--- src/rtl/afilt_pkg.sv ---
package afilt_pkg;
  localparam int ADDR_BYTES  = 6;
  localparam int ADDR_W      = 8 * ADDR_BYTES;
  localparam int CRC_W       = 32;
  localparam logic [CRC_W-1:0] CRC_POLY = 32'h04C1_1DB7;
  localparam logic [CRC_W-1:0] CRC_INIT = '1;
  localparam int HASH_W      = 64;
  localparam int HASH_IDX_W  = $clog2(HASH_W);
  localparam int MODE_BREJ_BIT = 3;
  localparam int MODE_PROM_BIT = 5;
  localparam int REG_MODE    = 0;
  localparam int REG_STA_LO  = 1;
  localparam int REG_STA_HI  = 2;
  localparam int REG_HASH0   = 3;

  typedef enum logic [1:0] {DST_UNICAST, DST_MULTICAST, DST_BROADCAST} dst_kind_e;

  // One address byte, least significant bit first.
  function automatic logic [CRC_W-1:0] crc_byte(input logic [CRC_W-1:0] c,
                                                input logic [7:0] d);
    logic [CRC_W-1:0] r;
    logic fb;
    r = c;
    for (int b = 0; b < 8; b++) begin
      fb = r[CRC_W-1] ^ d[b];
      r  = {r[CRC_W-2:0], 1'b0};
      if (fb) r = r ^ CRC_POLY;
    end
    return r;
  endfunction
endpackage

--- src/rtl/afilt_cfg_regs.sv ---
module afilt_cfg_regs
  import afilt_pkg::*;
#(
  parameter int DATA_W = 32,
  parameter int CFG_AW = 3
) (
  input  logic                       clk,
  input  logic                       rst,
  input  logic                       cfg_we,
  input  logic [CFG_AW-1:0]          cfg_addr,
  input  logic [DATA_W-1:0]          cfg_wdata,
  output logic [DATA_W-1:0]          cfg_rd_data,
  output logic [DATA_W-1:0]          mode_word,
  output logic [ADDR_W-1:0]          station,
  output logic [HASH_W-1:0]          hash_tbl
);
  localparam int STA_HI_W   = ADDR_W - DATA_W;
  localparam int HASH_WORDS = HASH_W / DATA_W;

  logic              prom_q, brej_q;
  logic [DATA_W-1:0] sta_lo_q;
  logic [STA_HI_W-1:0] sta_hi_q;
  logic [HASH_W-1:0] hash_q;
  logic [DATA_W-1:0] rd_mux;

  always_ff @(posedge clk) begin
    if (rst) begin
      prom_q   <= 1'b0;
      brej_q   <= 1'b0;
      sta_lo_q <= '0;
      sta_hi_q <= '0;
      hash_q   <= '0;
    end else if (cfg_we) begin
      if (cfg_addr == CFG_AW'(REG_MODE)) begin
        prom_q <= cfg_wdata[MODE_PROM_BIT];
        brej_q <= cfg_wdata[MODE_BREJ_BIT];
      end
      if (cfg_addr == CFG_AW'(REG_STA_LO)) sta_lo_q <= cfg_wdata;
      if (cfg_addr == CFG_AW'(REG_STA_HI)) sta_hi_q <= cfg_wdata[STA_HI_W-1:0];
      for (int k = 0; k < HASH_WORDS; k++)
        if (cfg_addr == CFG_AW'(REG_HASH0 + k)) hash_q[k*DATA_W +: DATA_W] <= cfg_wdata;
    end
  end

  always_comb begin
    mode_word = '0;
    mode_word[MODE_PROM_BIT] = prom_q;
    mode_word[MODE_BREJ_BIT] = brej_q;
    rd_mux = '0;
    if (cfg_addr == CFG_AW'(REG_MODE))   rd_mux = mode_word;
    if (cfg_addr == CFG_AW'(REG_STA_LO)) rd_mux = sta_lo_q;
    if (cfg_addr == CFG_AW'(REG_STA_HI)) rd_mux = DATA_W'(sta_hi_q);
    for (int k = 0; k < HASH_WORDS; k++)
      if (cfg_addr == CFG_AW'(REG_HASH0 + k)) rd_mux = hash_q[k*DATA_W +: DATA_W];
  end

  always_ff @(posedge clk) begin
    if (rst) cfg_rd_data <= '0;
    else     cfg_rd_data <= rd_mux;
  end

  assign station  = {sta_hi_q, sta_lo_q};
  assign hash_tbl = hash_q;
endmodule

--- src/rtl/afilt_capture.sv ---
module afilt_capture
  import afilt_pkg::*;
(
  input  logic              clk,
  input  logic              rst,
  input  logic              byte_valid,
  input  logic              byte_start,
  input  logic [7:0]        byte_data,
  output logic              last_byte,
  output logic [ADDR_W-1:0] addr_now,
  output logic [CRC_W-1:0]  crc_now
);
  localparam int CNT_W = $clog2(ADDR_BYTES);
  localparam logic [CNT_W-1:0] LAST_POS = CNT_W'(ADDR_BYTES - 1);

  logic [CNT_W-1:0] cnt_q;
  logic             busy_q;
  logic [CRC_W-1:0] crc_q;
  logic [7:0]       held_q [ADDR_BYTES-1];
  logic             take;
  logic [CNT_W-1:0] pos;

  always_comb begin
    take      = byte_valid && (byte_start || busy_q);
    pos       = byte_start ? '0 : cnt_q;
    crc_now   = crc_byte(byte_start ? CRC_INIT : crc_q, byte_data);
    last_byte = take && (pos == LAST_POS);
    for (int i = 0; i < ADDR_BYTES - 1; i++)
      addr_now[ADDR_W-1-8*i -: 8] = held_q[i];
    addr_now[7:0] = byte_data;
  end

  always_ff @(posedge clk) begin
    if (rst) begin
      cnt_q  <= '0;
      busy_q <= 1'b0;
      crc_q  <= CRC_INIT;
      for (int i = 0; i < ADDR_BYTES - 1; i++) held_q[i] <= '0;
    end else if (take) begin
      crc_q  <= crc_now;
      cnt_q  <= pos + CNT_W'(1);
      busy_q <= !last_byte;
      if (pos != LAST_POS) held_q[pos] <= byte_data;
    end
  end
endmodule

--- src/rtl/afilt_decide.sv ---
module afilt_decide
  import afilt_pkg::*;
(
  input  logic [ADDR_W-1:0] addr_now,
  input  logic [CRC_W-1:0]  crc_now,
  input  logic [ADDR_W-1:0] station,
  input  logic [HASH_W-1:0] hash_tbl,
  input  logic              promisc,
  input  logic              bcast_rej,
  output logic              accept
);
  dst_kind_e              kind;
  logic [HASH_IDX_W-1:0]  hidx;

  always_comb begin
    if (&addr_now)                kind = DST_BROADCAST;
    else if (addr_now[ADDR_W-8])  kind = DST_MULTICAST;
    else                          kind = DST_UNICAST;
    hidx = crc_now[CRC_W-1 -: HASH_IDX_W];
    if (promisc) accept = 1'b1;
    else begin
      unique case (kind)
        DST_BROADCAST: accept = !bcast_rej;
        DST_MULTICAST: accept = hash_tbl[hidx];
        default:       accept = (addr_now == station);
      endcase
    end
  end
endmodule

--- src/rtl/mac_rx_addr_filter.sv ---
module mac_rx_addr_filter
  import afilt_pkg::*;
#(
  parameter int DATA_W = 32,
  parameter int CFG_AW = 3
) (
  input  logic              clk,
  input  logic              rst,
  input  logic              cfg_we,
  input  logic [CFG_AW-1:0] cfg_addr,
  input  logic [DATA_W-1:0] cfg_wdata,
  output logic [DATA_W-1:0] cfg_rd_data,
  input  logic              byte_valid,
  input  logic              byte_start,
  input  logic [7:0]        byte_data,
  output logic              dec_valid,
  output logic              dec_accept
);
  logic [DATA_W-1:0] mode_q;
  logic [ADDR_W-1:0] station, addr_now;
  logic [HASH_W-1:0] hash_tbl;
  logic [CRC_W-1:0]  crc_now;
  logic              last_byte, accept;

  afilt_cfg_regs #(.DATA_W(DATA_W), .CFG_AW(CFG_AW)) i_regs (
    .clk, .rst, .cfg_we, .cfg_addr, .cfg_wdata, .cfg_rd_data,
    .mode_word(mode_q), .station, .hash_tbl
  );

  afilt_capture i_cap (
    .clk, .rst, .byte_valid, .byte_start, .byte_data,
    .last_byte, .addr_now, .crc_now
  );

  afilt_decide i_dec (
    .addr_now, .crc_now, .station, .hash_tbl,
    .promisc(mode_q[MODE_PROM_BIT]), .bcast_rej(mode_q[MODE_BREJ_BIT]),
    .accept
  );

  always_ff @(posedge clk) begin
    if (rst) begin
      dec_valid  <= 1'b0;
      dec_accept <= 1'b0;
    end else if (byte_valid && byte_start) begin
      dec_valid  <= 1'b0;
      dec_accept <= 1'b0;
    end else if (last_byte) begin
      dec_valid  <= 1'b1;
      dec_accept <= accept;
    end
  end
endmodule

--- config.mk ---
export PLATFORM = sky130hd
export DESIGN_NAME = mac_rx_addr_filter
export DESIGN_NICKNAME = d
export VERILOG_FILES = /design/src/rtl/afilt_pkg.sv /design/src/rtl/afilt_cfg_regs.sv /design/src/rtl/afilt_capture.sv /design/src/rtl/afilt_decide.sv /design/src/rtl/mac_rx_addr_filter.sv
export SDC_FILE = /design/constraint.sdc
export NUM_CORES = 1
export LEC_CHECK = 0
export BUFFER_PORTS_ARGS = -buffer_cell sky130_fd_sc_hd__buf_4
export CORE_MARGIN = 2
export CORE_UTILIZATION = 40
export DETAILED_ROUTE_END_ITERATION = 7
export GPL_ROUTABILITY_DRIVEN = 1
export HOLD_SLACK_MARGIN = 0.03
export MAX_ROUTING_LAYER = met4
export PLACE_DENSITY = 0.64
export SETUP_SLACK_MARGIN = 0.02
export SLEW_MARGIN = 20
export SYNTH_ARGS = -nofsm -noshare
export SYNTH_HDL_FRONTEND = slang
export SYNTH_SLANG_ARGS = --single-unit
--- constraint.sdc ---
create_clock -name clk -period 3.1 [get_ports clk]
set_clock_uncertainty 0.2 [all_clocks]
set_input_delay 0 -clock clk [delete_from_list [all_inputs] [get_ports clk]]
set_output_delay 0 -clock clk [all_outputs]
set_load 0.01 [all_outputs]
==> results of run 1 <==
## synthesized netlist by cell type, drive strengths merged, types with 5 or more instances
| library cell | instances |
|---|---|
| nand2 | 259 |
| dfxtp | 184 |
| a21oi | 158 |
| nor2 | 131 |
| xnor2 | 90 |
| clkbuf | 67 |
| a211o | 47 |
| and2 | 40 |
| edfxtp | 40 |
| xor2 | 32 |
| nand4 | 24 |
| mux2i | 23 |
| buf | 22 |
| inv | 17 |
| o21ai | 17 |
| a22oi | 16 |
| mux2 | 14 |
| a21boi | 13 |
| nor3 | 10 |
| nor4 | 10 |
| and3 | 9 |
| a211oi | 8 |
| nand3 | 8 |
| or2 | 7 |
| or3 | 7 |
| o211ai | 6 |
| nor2b | 5 |
## per-layer routing
metal | global-route usage | vias to the layer above | part of all wire
met3 | 0.0453 | 81 | 0.082
li1 | - | 4698 | -
met5 | - | - | 0
met2 | 0.391 | 428 | 0.45
met4 | 0.0910 | 0 | 0.038
met1 | 0.326 | 4675 | 0.42
## layout make-up
cell class | count | area [sq um]
Antenna cell | 1 | 2.50
Tap cell | 341 | 427
Fill cell | 2577 | 13400
Sequential cell | 224 | 4880
Inverter | 18 | 67.6
Clock buffer | 32 | 736
Clock inverter | 17 | 160
Timing Repair Buffer | 185 | 1550
Multi-Input combinational cell | 971 | 5750
## metrics by stage
stage          std cells  instance area (sq um)  hold WS (ns)   util
2_1_floorplan       1300                  11000       -0.0640      -
3_3_place_gp        1680                  12100        0.0706  0.446
3_5_place_dp        1680                  12100        0.0773  0.446
4_1_cts             1784                  13500        0.0817  0.500
5_1_grt             1789                  13600        0.0940  0.503
6_report            1789                  13600        0.0867  0.503
## worst min-delay path, stage by stage
cell	delay, ns
dlygate4sd3_1	0.53
buf_4	0.14
nand2_1	0.05
a21oi_1	0.05
## layout by cell type, fill, tap and decap left out, types with 13 or more instances in the layout
| master | synthesis | final |
|---|---|---|
| a22oi_1 | 16 | 16 |
| dfxtp_1 | 184 | 184 |
| a211o_1 | 45 | 45 |
| a21oi_1 | 158 | 157 |
| nand4_1 | 24 | 24 |
| mux2i_1 | 23 | 23 |
| o21ai_0 | 15 | 15 |
| and2_1 | 39 | 39 |
| xnor2_1 | 89 | 89 |
| mux2_2 | 14 | 14 |
| inv_1 | 17 | 17 |
| nor2_1 | 130 | 129 |
| clkbuf_16 | 0 | 28 |
| nand2_1 | 258 | 258 |
| buf_4 | 3 | 128 |
| xor2_1 | 32 | 32 |
| a21boi_0 | 13 | 13 |
| dlygate4sd3_1 | 0 | 53 |
| edfxtp_1 | 40 | 40 |
## worst max-delay path by stage
stage                    start                  to  slack (ns)  cells after the start
6_report       i_cap.crc_q[18]          dec_accept        0.07                     10
2_1_floorplan       byte_start  i_cap.held_q[2][0]        0.07                     11
4_1_cts        i_cap.crc_q[19]          dec_accept        0.03                      9
3_5_place_dp   i_cap.crc_q[18]          dec_accept       -0.01                      9
3_3_place_gp   i_cap.crc_q[19]          dec_accept        0.07                      9
5_1_grt        i_cap.crc_q[29]          dec_accept       -0.04                      9
## timing repair
action / CTS / global route
hold endpoints to repair: 191 / 0
buffers inserted: 1 / 3
endpoints found under the setup margin: 1 / 1
hold buffers: 53 / 0
pin swaps: 4 / 4
gates resized for setup: 2 / 8
cloned: 1 / 1
## kinds of logic after synthesis
logic type               after synthesis  synth area share
adder cells (fa/ha/maj)                2           0.00227
AND/OR/NAND/NOR                      516             0.204
flip-flops                           224             0.443
multiplexers                          39            0.0392
AO/OA/AOI/OAI                        288             0.166
buffers and inverters                107            0.0434
XOR/XNOR                             124             0.102
## sequential cells by signal, indices dropped and copies added, names as in the netlist
register and count:
i_regs.hash_tbl 64, i_regs.sta_lo_q 32, i_regs.prom_q 1, dec_accept 1, i_regs.sta_hi_q 16, i_regs.brej_q 1
dec_valid 1, i_cap.busy_q 1, i_cap.crc_q 32, i_regs.cfg_rd_data 32, i_cap.held_q 40, i_cap.cnt_q 3
## where the power goes
group | switching [uW] | internal [uW]
combinational | 842 | 681
sequential | 100 | 3070
clock | 1310 | 1870
==> impl_metrics.csv, run 1 <==
group,metric,value,unit
clocking,clk_latency,0.54,ns
detailed_routing,drc,0,
worst_setup_path,ff2ff_path_depth,10,
die,start_util,0.408,
grt,grt_pass1_wl,54300,microns
yosys,ys.warnings.count,0,
worst_setup_path,path_common_cell,"a211o_1",
yosys,ys.flop_type,"dfxtp_1",
worst_hold_path,hp-class,"in2reg",
yosys,synth_seq_area_share,0.443,
worst_setup_path,path_cells,"xor3_2, or3_4, a211oi_4, buf_6, nor2_2, a211o_1, nand4_1, mux2i_1, mux2_2, a211o_1",
placed_design,port_buffers,81,
die,rows,60,
timing,drv_slew,0,
worst_hold_path,holdPathStages,4,
detailed_routing,wire_per_inst,20.0,microns
power,ir_drop,355,uV
clocking,cts_max_level,1,
timing,timing.fmax,331,MHz
timing,setup_violations,0,
power,report.power.total,7880,uW
timing,finalHoldViolCount,0,
worst_setup_path,cp_slowest_cell,"xor3_2",
yosys,netlist_area,11000,sq um
die,die-area,28900,sq um
grt,grt-ovfl-total,0,
clocking,numCtsBuffers,27,
grt,grt_pass1_vias,9289,
cells_and_area,drive_above_1_share,0.158,
yosys,yosysUniqueCellTypes,65,
timing,post-route-min-period,3.03,ns
clocking,cts.path.max_buffers,3,
power,p_leak,0.00505,uW
yosys,synth_area_leaders,"dfxtp_1, edfxtp_1, nand2_1",
timing,setup_ws,0.0744,ns
yosys,synth_top_area_share,0.334,
power,power_density,580,nW/um^2
worst_hold_path,hold_start,"cfg_wdata[17]",
flow_run,max_cap_violations,0,
timing,relSlewSlack,0.434,
worst_setup_path,r2r-end,"dec_accept",
clocking,cts_tree,"yes",
worst_setup_path,endpoint_kind,"register",
worst_setup_path,max_stage_delay,0.51,ns
die,io_pins,82,
cells_and_area,nNetsFinal,1477,
grt,grt_max_degree,79,
worst_setup_path,worstReg2RegStart,"i_cap.crc_q[18]",
detailed_routing,routed_wl,35700,microns
worst_setup_path,critPathKind,"reg2reg",
placed_design,gp_congestion,0.957,
detailed_routing,via_per_inst,5.52,
detailed_routing,antenna_left,0,
yosys,syn_avg_cell_area,8.49,sq um
die,core-area,27000,sq um
detailed_routing,drt-pass1-iter-count,5,
timing,worstMarginPinSlew,0.849,ns
worst_setup_path,reg2reg_setup_slack,0.07,ns
yosys,synth_edf_count,40,
worst_setup_path,startpoint_type,"register",
yosys,ys_seq_elements,224,
grt,grt_use_total,0.251,
clocking,clk_pin_slew_worst_paths,0.06,ns
worst_hold_path,hold_end,"i_regs.sta_lo_q[17]",
outcome,status,"finished, final reports clean",
die,die_y,170,microns
timing,rsz0062_at_grt,"yes",
placed_design,dp_hpwl,25300,microns
yosys,yosysTopAreaCell,"dfxtp_1",
timing,period_share,0.976,
worst_setup_path,critPathTopFamily,"compound AO/OA/AOI/OAI gates",
yosys,syn_inst,1300,
grt,grt_antenna_before_repair,1,
worst_setup_path,critPathArrivalTime,3.25,ns
timing,finalSetupTns,0,ns
clocking,root_buffer,"clkbuf_16",
die,dieWidth,170,microns
yosys,async_flop_share,0,
worst_setup_path,crit_buf_inv,1,
placed_design,place_ws,-0.0122,ns
cells_and_area,synthToLayoutAreaGrowth,23.1,%
clocking,cts.sinks,224,
yosys,syn-num-nets,1350,
detailed_routing,num_vias,9882,
worst_setup_path,worstPathMaxFanout,13,
worst_setup_path,worstPathRequired,3.33,ns
detailed_routing,drt-initial-drc-count,934,
Power figures use the tool's default switching activity.
==> inputs of run 2 (changes only) <==
Clock period 3.1 ns to 2.4 ns, I/O delays scaled along.
==> impl_metrics.csv, run 2 (synthesis gave the netlist of run 1 again) <==
group,metric,value,unit
timing,post-route-min-period,3.00,ns
cells_and_area,layout_common_cells,"nand2_1, buf_4, dfxtp_1, a21oi_1, nor2_1",
grt,grt_antenna_before_repair,0,
power,p_leak,0.00548,uW
placed_design,gp_congestion,0.955,
outcome,status,"finished with violations",
cells_and_area,nNetsFinal,1546,
timing,setup_violations,1,
cells_and_area,synthToLayoutAreaGrowth,30.7,%
flow_run,max_cap_violations,0,
cells_and_area,antenna_cells,0,
worst_setup_path,worstReg2RegStart,"i_cap.crc_q[18]",
die,dieWidth,170,microns
clocking,root_buffer,"clkbuf_16",
clocking,clk_pin_slew_worst_paths,0.06,ns
timing,drv_slew,0,
worst_setup_path,critPathKind,"reg2reg",
timing,setup_ws,-0.604,ns
detailed_routing,via_per_inst,5.47,
detailed_routing,drt-pass1-iter-count,5,
power,power_density,730,nW/um^2
clocking,cts_tree,"yes",
worst_setup_path,ff2ff_path_depth,10,
timing,finalHoldViolCount,0,
worst_hold_path,holdPathStages,5,
placed_design,port_buffers,81,
worst_setup_path,worstPathRequired,2.61,ns
cells_and_area,drive_above_1_share,0.207,
detailed_routing,routed_wl,36400,microns
worst_hold_path,hp-class,"in2reg",
clocking,cts.path.max_buffers,3,
timing,rsz0062_at_grt,"yes",
grt,grt_pass1_wl,54500,microns
clocking,numCtsBuffers,25,
worst_setup_path,startpoint_type,"register",
outcome,failed_checks,"setup timing",
worst_setup_path,endpoint_kind,"register",
timing,worstMarginPinSlew,0.963,ns
die,die-area,28900,sq um
worst_setup_path,cp-startpoint,"i_cap.crc_q[18]",
die,start_util,0.408,
clocking,cts.sinks,224,
worst_setup_path,critPathArrivalTime,3.22,ns
detailed_routing,num_vias,10200,
placed_design,place_ws,-0.691,ns
clocking,clk_latency,0.53,ns
timing,timing.fmax,333,MHz
placed_design,dp_hpwl,25300,microns
die,core-area,27000,sq um
grt,grt-ovfl-total,0,
die,rows,60,
detailed_routing,antenna_left,0,
die,die_y,170,microns
grt,grt_pass1_vias,9531,
cells_and_area,largest_register_ffs,64,
detailed_routing,drc,0,
grt,grt_use_total,0.252,
die,io_pins,82,
cells_and_area,fill_cells,2452,
detailed_routing,wire_per_inst,19.6,microns
detailed_routing,drt-initial-drc-count,959,
timing,period_share,1.25,
timing,relSlewSlack,0.358,
power,report.power.total,10500,uW
grt,grt_max_degree,90,
power,ir_drop,485,uV
cells_and_area,layout_commonest_cell,"nand2_1",
worst_setup_path,worstPathMaxFanout,10,
clocking,cts_max_level,1,
worst_hold_path,hold_start,"byte_data[3]",
run 2: changes by cell type in the layout (fill, tap and decap cells not counted), moves of 4 or more:
| cell | change |
|---|---|
| xnor2_2 | +10 |
| buf_4 | +53 |
| dfxtp_1 | -7 |
| xor2_1 | -4 |
| xnor2_1 | -10 |
| dfxtp_2 | +4 |
| dlygate4sd3_1 | +9 |
| buf_6 | +5 |
run 2: worst paths after layout:
kind	to	slack (ns)
setup / recovery	dec_accept	-0.60
setup reg to reg	dec_accept	-0.60
hold / removal	i_cap.crc_q[20]	0.06
hold reg to reg	i_cap.crc_q[18]	0.26
run 2: worst max-delay path: stages, from the launching register on:
cell	delay, ns
dfxtp_2	0.33
xor3_2	0.47
or3_4	0.37
a211oi_4	0.28
nor2_4	0.07
buf_4	0.18
a211o_1	0.29
nand4_1	0.10
mux2i_1	0.07
mux2_2	0.27
a211o_1	0.25
run 2: repair_timing:
action	in CTS	in global routing
resized for setup	11	44
hold endpoints to repair	216	6
buffers inserted	3	6
gates cloned	0	1
hold buffers	62	3
pin swaps	10	13
setup endpoints to repair	7	130
run 2: final cells by class:
class | count | area, sq um | share of cell area
clock buffer | 32 | 682 | 0.0473
clock inverter | 13 | 199 | 0.0138
inverter | 18 | 67.6 | 0.00469
multi-input combinational | 969 | 5950 | 0.413
sequential | 224 | 4900 | 0.340
tap | 341 | 427 | 0.0296
timing repair buffer | 258 | 2190 | 0.152
run 2: report_power, final:
group,internal (uW),switching (uW),leakage (uW)
Sequential,3970,131,0.00191
Clock,2540,1580,0.000431
Combinational,1140,1170,0.00314
run 2: metal layers:
metal,vias to the layer above,GRT usage,share of wire
met2,411,0.392,0.45
met3,76,0.0344,0.073
met1,4832,0.332,0.43
met5,-,-,0
met4,0,0.0988,0.044
li1,4835,-,-
run 2: metrics by stage:
stage | util | cell area (sq um) | std cells | TNS, ns | hold slack (ns)
2_1_floorplan | - | 11200 | 1300 | -2.31 | -0.0640
3_3_place_gp | 0.466 | 12600 | 1735 | -1.10 | 0.00320
3_5_place_dp | 0.466 | 12600 | 1735 | -1.62 | 0.0106
4_1_cts | 0.524 | 14200 | 1845 | -9.91 | 0.0464
5_1_grt | 0.534 | 14400 | 1855 | -0.689 | 0.0748
6_report | 0.534 | 14400 | 1855 | -0.604 | 0.0613
